**src/rtl/kcnt_pkg.sv**
```systemverilog
package kcnt_pkg;

  // Clamp a requested log2(K) code to the legal range 1..max_w
  function automatic int unsigned clamp_log2k(int unsigned code, int unsigned max_w);
    if (code == 0) return 1;
    if (code > max_w) return max_w;
    return code;
  endfunction

endpackage

```
**src/rtl/kcnt_mod_reg.sv**
```systemverilog
module kcnt_mod_reg #(
  parameter int unsigned CNT_W = 8,
  parameter int unsigned MODW  = $clog2(CNT_W + 1)
) (
  input  logic            clk_i,
  input  logic            rst_ni,
  input  logic            clear_i,
  input  logic [MODW-1:0] mod_sel_i,
  output logic [MODW-1:0] log2k_o
);
  import kcnt_pkg::*;

  logic [MODW-1:0] log2k_q;
  logic [MODW-1:0] log2k_d;

  always_comb log2k_d = MODW'(clamp_log2k(int'(mod_sel_i), CNT_W));

  always_ff @(posedge clk_i or negedge rst_ni) begin
    if (!rst_ni)      log2k_q <= MODW'(CNT_W);
    else if (clear_i) log2k_q <= log2k_d;
  end

  assign log2k_o = log2k_q;


  mod_hold_chk: assert property (@(posedge clk_i) disable iff (!rst_ni)
    !clear_i |=> $stable(log2k_q));


  mod_legal_chk: assert property (@(posedge clk_i) disable iff (!rst_ni)
    (log2k_q >= MODW'(1)) && (log2k_q <= MODW'(CNT_W)));

endmodule

```
**src/rtl/kcnt_counter.sv**
```systemverilog
module kcnt_counter #(
  parameter int unsigned CNT_W = 8,
  parameter int unsigned MODW  = $clog2(CNT_W + 1)
) (
  input  logic            clk_i,
  input  logic            rst_ni,
  input  logic            clear_i,
  input  logic            en_i,
  input  logic [MODW-1:0] log2k_i,
  output logic            msb_o
);
  logic [CNT_W-1:0] cnt_q;
  logic [CNT_W-1:0] mask;
  logic [CNT_W-1:0] top_bit;

  // mask = K-1; top_bit selects bit log2(K)-1
  always_comb begin
    mask    = {CNT_W{1'b1}} >> (MODW'(CNT_W) - log2k_i);
    top_bit = mask & ~(mask >> 1);
  end

  always_ff @(posedge clk_i or negedge rst_ni) begin
    if (!rst_ni)      cnt_q <= '0;
    else if (clear_i) cnt_q <= '0;
    else if (en_i)    cnt_q <= (cnt_q + CNT_W'(1)) & mask;
  end

  assign msb_o = |(cnt_q & top_bit);


  cnt_range_chk: assert property (@(posedge clk_i) disable iff (!rst_ni)
    (cnt_q & ~mask) == '0);


  cnt_wrap_chk: assert property (@(posedge clk_i) disable iff (!rst_ni)
    (en_i && !clear_i && cnt_q == mask) |=> cnt_q == '0);


  cnt_hold_chk: assert property (@(posedge clk_i) disable iff (!rst_ni)
    (!en_i && !clear_i) |=> $stable(cnt_q));

endmodule

```
**src/rtl/kcnt_edge_det.sv**
```systemverilog
module kcnt_edge_det (
  input  logic clk_i,
  input  logic rst_ni,
  input  logic clear_i,
  input  logic lvl_i,
  output logic pulse_o
);
  logic prev_q;
  logic pulse_q;

  always_ff @(posedge clk_i or negedge rst_ni) begin
    if (!rst_ni) begin
      prev_q  <= 1'b0;
      pulse_q <= 1'b0;
    end else if (clear_i) begin
      prev_q  <= 1'b0;
      pulse_q <= 1'b0;
    end else begin
      prev_q  <= lvl_i;
      pulse_q <= lvl_i & ~prev_q;
    end
  end

  assign pulse_o = pulse_q;


  pulse_single_chk: assert property (@(posedge clk_i) disable iff (!rst_ni)
    pulse_q |=> !pulse_q);


  pulse_cause_chk: assert property (@(posedge clk_i) disable iff (!rst_ni)
    pulse_q |-> $past(lvl_i));

endmodule

```
**src/rtl/kcnt_loop_filter.sv**
```systemverilog
module kcnt_loop_filter #(
  parameter int unsigned CNT_W = 8,
  parameter int unsigned MODW  = $clog2(CNT_W + 1)
) (
  input  logic            clk_i,
  input  logic            rst_ni,
  input  logic            clear_i,
  input  logic            dn_sel_i,
  input  logic [MODW-1:0] mod_sel_i,
  output logic            carry_o,
  output logic            borrow_o,
  output logic            carry_pulse_o,
  output logic            borrow_pulse_o
);
  localparam int unsigned NCNT = 2;

  logic [MODW-1:0] log2k;
  logic [NCNT-1:0] en;
  logic [NCNT-1:0] msb;
  logic [NCNT-1:0] pulse;

  kcnt_mod_reg #(.CNT_W(CNT_W), .MODW(MODW)) u_mod (
    .clk_i     (clk_i),
    .rst_ni    (rst_ni),
    .clear_i   (clear_i),
    .mod_sel_i (mod_sel_i),
    .log2k_o   (log2k)
  );

  // index 0: carry counter (dir low), index 1: borrow counter (dir high)
  assign en = {dn_sel_i, ~dn_sel_i};

  for (genvar g = 0; g < NCNT; g++) begin : g_chan
    kcnt_counter #(.CNT_W(CNT_W), .MODW(MODW)) u_cnt (
      .clk_i   (clk_i),
      .rst_ni  (rst_ni),
      .clear_i (clear_i),
      .en_i    (en[g]),
      .log2k_i (log2k),
      .msb_o   (msb[g])
    );
    kcnt_edge_det u_edge (
      .clk_i   (clk_i),
      .rst_ni  (rst_ni),
      .clear_i (clear_i),
      .lvl_i   (msb[g]),
      .pulse_o (pulse[g])
    );
  end

  assign carry_o        = msb[0];
  assign borrow_o       = msb[1];
  assign carry_pulse_o  = pulse[0];
  assign borrow_pulse_o = pulse[1];


  carry_frozen_chk: assert property (@(posedge clk_i) disable iff (!rst_ni)
    (dn_sel_i && !clear_i) |=> $stable(carry_o));


  borrow_frozen_chk: assert property (@(posedge clk_i) disable iff (!rst_ni)
    (!dn_sel_i && !clear_i) |=> $stable(borrow_o));


  clear_zero_chk: assert property (@(posedge clk_i) disable iff (!rst_ni)
    clear_i |=> !carry_o && !borrow_o && !carry_pulse_o && !borrow_pulse_o);

endmodule

```
**config.mk**
```make
export PLATFORM = sky130hd
export DESIGN_NAME = kcnt_loop_filter
export DESIGN_NICKNAME = d
export VERILOG_FILES = /design/src/rtl/kcnt_pkg.sv /design/src/rtl/kcnt_mod_reg.sv /design/src/rtl/kcnt_counter.sv /design/src/rtl/kcnt_edge_det.sv /design/src/rtl/kcnt_loop_filter.sv
export SDC_FILE = /design/constraint.sdc
export NUM_CORES = 1
export LEC_CHECK = 0
export CAP_MARGIN = 15
export CELL_PAD_IN_SITES_DETAIL_PLACEMENT = 1
export CELL_PAD_IN_SITES_GLOBAL_PLACEMENT = 1
export CORE_MARGIN = 2
export CORE_UTILIZATION = 42
export CTS_BUF_LIST = sky130_fd_sc_hd__clkbuf_2
export DETAILED_ROUTE_END_ITERATION = 8
export GPL_TIMING_DRIVEN = 0
export PLACE_DENSITY = 0.85
export SYNTH_ARGS = -nofsm -noshare
export SYNTH_HDL_FRONTEND = slang
export SYNTH_SLANG_ARGS = --single-unit
```
**constraint.sdc**
```tcl
create_clock -name clk_i -period 2.05 [get_ports clk_i]
set_input_delay 0.205 -clock clk_i [delete_from_list [all_inputs] [get_ports clk_i]]
set_output_delay 0.205 -clock clk_i [all_outputs]
set_load 0.1 [all_outputs]
```
==> impl_metrics.json, run 1 <==
{
  "status": "complete, but fails checks",
  "violations": "negative setup slack",
  "grt_pass1_wl_um": 8270,
  "antenna_found_initial": 0,
  "fin_hold_ws_ns": 0.0216,
  "synth_top_family_by_area": "simple AND/OR/NAND/NOR gates",
  "cp_max_fo": 3,
  "worst-slew-pin-transition_ns": 0.963,
  "row_count": 22,
  "start_util": 0.439,
  "cts_tree": "done",
  "r2r-end": "g_chan[0].u_cnt.cnt_q[4]$_DFFE_PN0P_",
  "synthTopCellsByArea": "dfrtp_1, a21oi_1, ha_1",
  "place_congestion": 0.840,
  "die_h_um": 66.1,
  "wirelength_um": 6220,
  "fin_skew_ns": 0.00254,
  "cpPeakStageDelay_ns": 0.49,
  "crit_path_end_kind": "output port",
  "netlist-cell-type-count": 47,
  "dpl.hpwl_um": 3490,
  "portBuffers": 11,
  "critPathRequiredTime_ns": 1.85,
  "cts_buffers": 3,
  "synthSimpleGateAreaFrac": 0.297,
  "rsz0062_at_grt": "yes",
  "max_freq_mhz": 361,
  "cp.arrival_ns": 2.56,
  "crit_slowest_cell": "dfrtp_2",
  "cp_num_buf_inv": 3,
  "muxShareOfSynthArea": 0.0518,
  "path_cells": "inv_4, ha_4, xnor2_4, mux2_4, a32o_2, a221oi_4, clkinvlp_4, buf_12",
  "clock_latency_ns": 0.39,
  "routedWlPerCell_um": 23.9,
  "yosysTopAreaCellShare": 0.356,
  "clockBufferDepth": 2,
  "period_minus_slack_ns": 2.77,
  "yosys.area_share.adder": 0.0387,
  "vias": 1660,
  "comb_power_share": 0.350,
  "finalCritPeriodShare": 1.35,
  "p_int_mw": 0.856,
  "grt_pass1_vias": 1652,
  "drive_gt1_frac": 0.292,
  "num-fill-cells": 419,
  "power_leakage_nw": 0.862,
  "synth_warnings": 0,
  "drtIter0Drc": 115,
  "drv_cap": 0,
  "dieArea_um2": 4360,
  "setup_slack_ns": -0.718,
  "worst_setup_path_start_kind": "flop",
  "crit_path_start": "u_mod.log2k_o[0]$_DFFE_PN0P_",
  "hold_class": "in2async",
  "grt_max_degree": 25,
  "report.final.hold_viol_count": 0,
  "syn_to_final_growth_pct": 34.8,
  "vdd_drop_max_mv": 0.391,
  "diodes": 0,
  "avgSynthCellArea_um2": 8.89,
  "clkPwrFrac": 0.261,
  "p_seq_frac": 0.390,
  "slew_headroom": 0.361,
  "ant_nets": 0,
  "rr_worst_depth": 10,
  "cp_top_family": "compound AO/OA/AOI/OAI gates",
  "fin_nets": 226,
  "ys_ff_latch": 24,
  "crit_type": "reg2out",
  "syn_area_um2": 1620,
  "switching_share": 0.343,
  "cts-root-buf": "clkbuf_2",
  "grt_overflow": 0,
  "coreArea_um2": 3690,
  "drc": 0,
  "drt-vias-per-instance": 6.38,
  "cts_max_level": 1,
  "path_clk_slew_ns": 0.26,
  "drt_first_pass_iters": 4,
  "synth_compound_area_frac": 0.172,
  "pin_count": 12,
  "synthFlopType": "dfrtp_1",
  "clock_sinks": 24,
  "async_flop_share": 1.00,
  "grt_usage": 0.252,
  "synth-xor-area-share": 0.0170,
  "ctsHoldBuffers": 0,
  "power_switching_mw": 0.447,
  "yosysTopAreaCell": "dfrtp_1",
  "post-route-util": 0.591,
  "die_w_um": 66.1,
  "powerDensity_nw_per_um2": 597,
  "setup_viol": 12,
  "ys_seq_area_frac": 0.372,
  "synthCells": 182,
  "syn-num-nets": 195,
  "reg2reg_slack_ns": -0.30,
  "drv_slew": 0,
  "power_mw": 1.30,
  "synth_edf_count": 0,
  "r2r_start": "u_mod.log2k_o[0]$_DFFE_PN0P_"
}
synth_stat cells (all sizes together), types with 2 or more instances:
library cell  instances
a31oi                 2
o21ai                 6
buf                   3
nor3                  6
and4b                 2
a21oi                15
or3                   2
dfrtp                23
o22ai                 2
mux2i                 5
nor2                 15
o31ai                 3
nand2                16
mux2                  3
or4                   3
nand2b                9
clkbuf                6
o21a                  2
nand4b                2
ha                    5
nand3                 9
nor2b                 4
nor4                  2
inv                   7
and3                  4
nand3b                6
area by class of cell:
class	instances	area, µm²	share of cell area
inverter	7	32.5	0.0149
sequential	24	603	0.277
buffer	8	45.0	0.0207
multi-input combinational	142	1110	0.510
clock buffer	3	15.0	0.00688
clock inverter	1	30.0	0.0138
timing repair buffer	27	283	0.130
tap	48	60.1	0.0275
worst max-delay path by stage:
stage          slack [ns]       to  cells after the start
5_1_grt             -0.83  carry_o                     10
3_5_place_dp        -1.32  carry_o                      9
4_1_cts             -0.64  carry_o                      8
3_3_place_gp        -1.28  carry_o                      9
2_1_floorplan       -0.54  carry_o                      8
6_report            -0.72  carry_o                      8
routing by layer:
| layer | global-route usage | wire [µm] | vias up |
|---|---|---|---|
| li1 | - | - | 725 |
| met4 | 0.0510 | 184 | 0 |
| met2 | 0.455 | 3210 | 74 |
| met5 | 0 | 0 | - |
| met3 | 0.0307 | 360 | 17 |
| met1 | 0.324 | 2470 | 844 |
power groups by stage:
| stage | Sequential (mW) | Clock [mW] | Combinational [mW] |
|---|---|---|---|
| 3_3_place_gp | 0.512 | 0 | 0.289 |
| 2_1_floorplan | 0.513 | 0 | 0.213 |
| 5_1_grt | 0.509 | 0.363 | 0.476 |
| 4_1_cts | 0.504 | 0.332 | 0.356 |
| 6_report | 0.508 | 0.340 | 0.455 |
| 3_5_place_dp | 0.514 | 0 | 0.297 |
registers in the layout, indices dropped and copies added (netlist names):
signal	flops
g_chan.u_cnt.cnt_q	16
g_chan.u_edge.pulse_o	2
u_mod.log2k_o	4
g_chan.u_edge.prev_q	2
per-stage QoR:
step                      TNS, ns  instance area, µm²  std cells  setup slack, ns
final                       -2.35                2180        260           -0.718
after global routing        -3.35                2180        260           -0.828
after global placement      -2.71                1850        241            -1.28
after floorplan             -1.19                1680        182           -0.542
after CTS                   -1.27                2030        255           -0.641
after detailed placement    -2.96                1850        241            -1.32
timing repair:
action | in CTS | in global routing
resized for setup | 31 | 25
endpoints found under the setup margin | 9 | 14
pin swaps | 7 | 17
buffers inserted | 11 | 5
cells by family (layout without fill, tap and decap cells):
family | after synthesis | in the layout
XOR/XNOR | 1 | 1
AND/OR/NAND/NOR | 86 | 86
adder cells (fa/ha/maj) | 5 | 5
multiplexers | 8 | 8
buffers and inverters | 16 | 46
flip-flops | 24 | 24
AO/OA/AOI/OAI | 42 | 42
layout by cell type, fill, tap and decap left out, drive strengths merged, types with 3 or more instances in the layout:
cell           Yosys  layout
a21oi             15      15
and3               4       4
buf                3      20
clkbuf             6       9
clkdlybuf4s50      0       7
dfrtp             23      23
ha                 5       5
inv                7       6
mux2               3       3
mux2i              5       5
nand2             16      16
nand2b             9       9
nand3              9       9
nand3b             6       6
nor2              15      15
nor2b              4       4
nor3               6       6
o21ai              6       6
o31ai              3       3
or4                3       3
Note: power is estimated with default switching activity, not from simulation.
==> inputs of run 2 (changes only) <==
--- a/config.mk
+++ b/config.mk
@@ -5,6 +5,7 @@
 export SDC_FILE = /design/constraint.sdc
 export NUM_CORES = 1
 export LEC_CHECK = 0
+export ABC_CLOCK_PERIOD_IN_PS = 2050
 export CAP_MARGIN = 15
 export CELL_PAD_IN_SITES_DETAIL_PLACEMENT = 1
 export CELL_PAD_IN_SITES_GLOBAL_PLACEMENT = 1
==> results of run 2 <==
Same layout as run 1: the final DEF is identical, and so are final timing and power.
==> inputs of run 3 (changes only) <==
--- a/config.mk
+++ b/config.mk
@@ -5,16 +5,16 @@
 export SDC_FILE = /design/constraint.sdc
 export NUM_CORES = 1
 export LEC_CHECK = 0
-export ABC_CLOCK_PERIOD_IN_PS = 2050
+export ABC_CLOCK_PERIOD_IN_PS = 3000
 export CAP_MARGIN = 15
 export CELL_PAD_IN_SITES_DETAIL_PLACEMENT = 1
 export CELL_PAD_IN_SITES_GLOBAL_PLACEMENT = 1
 export CORE_MARGIN = 2
-export CORE_UTILIZATION = 42
+export CORE_UTILIZATION = 46
 export CTS_BUF_LIST = sky130_fd_sc_hd__clkbuf_2
 export DETAILED_ROUTE_END_ITERATION = 8
 export GPL_TIMING_DRIVEN = 0
-export PLACE_DENSITY = 0.85
+export PLACE_DENSITY = 0.88
 export SYNTH_ARGS = -nofsm -noshare
 export SYNTH_HDL_FRONTEND = slang
 export SYNTH_SLANG_ARGS = --single-unit
==> constraint.sdc (replaced) <==
create_clock -name clk_i -period 3 [get_ports clk_i]
set_input_delay 0.3 -clock clk_i [delete_from_list [all_inputs] [get_ports clk_i]]
set_output_delay 0.3 -clock clk_i [all_outputs]
set_load 0.1 [all_outputs]
==> run 3 against run 2 <==
The flow now finishes without violations. Clock power shrank 32%. Sequential share of layout area grew 3.2 points. Worst hold slack gained 0.11 ns. Routed wire length shrank 18%. Via count shrank 5.4%. Utilization shrank 1.1 points. Sequential cell count is the same. Cell area shrank 10%. Clock-buffer cell count is the same. Clock skew grew 0.0041 ns. Combinational power shrank 48%. Largest cell class unchanged. Largest power group unchanged.
==> impl_metrics.json, run 3 (synthesis results as in run 1) <==
{
  "dp_cells": 239,
  "worst_setup_path_start_kind": "flop",
  "wirelength_um": 5120,
  "cts_tree": "done",
  "layout_commonest_cell": "dfrtp_1",
  "grt_pass1_vias": 1602,
  "grt_pass1_wl_um": 7910,
  "crit_type": "reg2out",
  "max_freq_mhz": 340,
  "dpl.hpwl_um": 3350,
  "final_cell_mix": "dfrtp_1, nand2_1, nor2_1, a21oi_1",
  "cpPeakStageDelay_ns": 0.44,
  "routedWlPerCell_um": 20.2,
  "power_leakage_nw": 0.804,
  "fin_nets": 221,
  "drv_slew": 0,
  "cts_max_level": 1,
  "powerDensity_nw_per_um2": 417,
  "critPathRequiredTime_ns": 2.70,
  "die_w_um": 63.3,
  "worst-slew-pin-transition_ns": 0.970,
  "diodes": 0,
  "period_minus_slack_ns": 2.94,
  "hold_class": "in2async",
  "crit_path_end_kind": "output port",
  "grt_overflow": 0,
  "clock_latency_ns": 0.38,
  "cp_max_fo": 7,
  "largest_reg_flops": 16,
  "num-fill-cells": 429,
  "drt-vias-per-instance": 6.21,
  "drv_cap": 0,
  "fin_skew_ns": 0.00659,
  "finalCritPeriodShare": 0.979,
  "fin_cells": 253,
  "antenna_found_initial": 0,
  "slew_headroom": 0.351,
  "setup_slack_ns": 0.0630,
  "cpMostUsedCell": "inv_2",
  "drive_gt1_frac": 0.159,
  "dp_worst_setup_slack_ns": -0.643,
  "ant_nets": 0,
  "grt_max_degree": 25,
  "post-route-util": 0.580,
  "drc": 0,
  "die_h_um": 63.3,
  "vdd_drop_max_mv": 0.373,
  "place_congestion": 0.844,
  "start_util": 0.481,
  "report.final.hold_viol_count": 0,
  "clock_sinks": 24,
  "dieArea_um2": 4010,
  "cp.arrival_ns": 2.64,
  "path_clk_slew_ns": 0.26,
  "drt_first_pass_iters": 4,
  "largest_register": "g_chan.u_cnt.cnt_q",
  "status": "completed",
  "drtIter0Drc": 133,
  "coreArea_um2": 3360,
  "setup_viol": 0,
  "grt_usage": 0.256,
  "path_cells": "inv_2, ha_1, buf_6, xnor2_4, mux2_2, a32o_1, a221oi_4, inv_2, buf_8",
  "vias": 1571,
  "fin_hold_ws_ns": 0.130,
  "portBuffers": 11,
  "pin_count": 12,
  "syn_to_final_growth_pct": 20.6,
  "cts_buffers": 3,
  "clockBufferDepth": 2,
  "cts-root-buf": "clkbuf_2",
  "crit_slowest_cell": "dfrtp_2",
  "row_count": 21
}
[run 3: cell count changes in the layout (fill, tap and decap cells not counted), sizes merged]
cell and delta:
dlygate4sd2 -2, buf -6, inv +1, clkbuf +1, clkinvlp -1, clkdlybuf4s50 +2
[run 3: timing repair]
item                       in CTS  in global routing
resized for setup              14                  6
pin swaps                       2                  1
hold buffers                    0                  0
setup buffers                   4                  5
setup endpoints to repair       2                  2
[run 3: worst paths after layout]
| path | from | end | slack, ns | cells past startpoint |
|---|---|---|---|---|
| setup / recovery | u_mod.log2k_o[0]$_DFFE_PN0P_ | carry_o | 0.06 | 9 |
| hold / removal | rst_ni | g_chan[1].u_cnt.cnt_q[4]$_DFFE_PN0P_ | 0.13 | 1 |
| setup reg to reg | u_mod.log2k_o[0]$_DFFE_PN0P_ | g_chan[0].u_edge.pulse_o$_DFF_PN0_ | 0.70 | 9 |
| hold reg to reg | g_chan[0].u_edge.prev_q$_DFF_PN0_ | g_chan[0].u_edge.pulse_o$_DFF_PN0_ | 0.42 | 1 |
| max in group asynchronous | rst_ni | u_mod.log2k_o[3]$_DFFE_PN1P_ | 2.37 | 2 |
| min in group clk_i | g_chan[0].u_edge.prev_q$_DFF_PN0_ | g_chan[0].u_edge.pulse_o$_DFF_PN0_ | 0.42 | 1 |
[run 3: routing by layer]
| metal | up-vias | global-route usage | wire length [µm] |
|---|---|---|---|
| li1 | 711 | - | - |
| met1 | 779 | 0.324 | 2280 |
| met2 | 71 | 0.432 | 2480 |
| met3 | 10 | 0.0500 | 271 |
| met4 | 0 | 0.0978 | 93 |
| met5 | - | 0 | 0 |
[run 3: layout make-up]
cell class | instances | area (µm²) | area share
plain buffers | 9 | 56.3 | 0.0288
clock buffers | 3 | 15.0 | 0.00769
clock inverters | 1 | 30.0 | 0.0154
inverters | 7 | 26.3 | 0.0135
multi-input cells | 142 | 956 | 0.490
flip-flops and latches | 24 | 603 | 0.309
well taps | 46 | 57.6 | 0.0295
repair buffers | 21 | 208 | 0.106
[run 3: power by group]
group          internal, mW  switching, mW  total (mW)
registers             0.335         0.0112       0.346
logic                0.0977          0.139       0.237
clock network         0.115          0.116       0.230
[run 3: worst max-delay path: cells and delay by family, from the launching register on]
family	cells	cell delay, ns
compound gates	2	0.62
xor+xnor	1	0.17
fa+ha+maj	1	0.21
buf+inv	4	0.46
flops	1	0.44
mux	1	0.36
[run 3: metrics by stage]
step | instance area [µm²] | setup TNS [ns] | power, mW
floorplan | 1620 | 0 | 0.487
global placement | 1790 | -0.797 | 0.538
detailed placement | 1790 | -0.951 | 0.545
CTS | 1880 | 0 | 0.782
global route | 1950 | -0.0258 | 0.841
finish | 1950 | 0 | 0.813
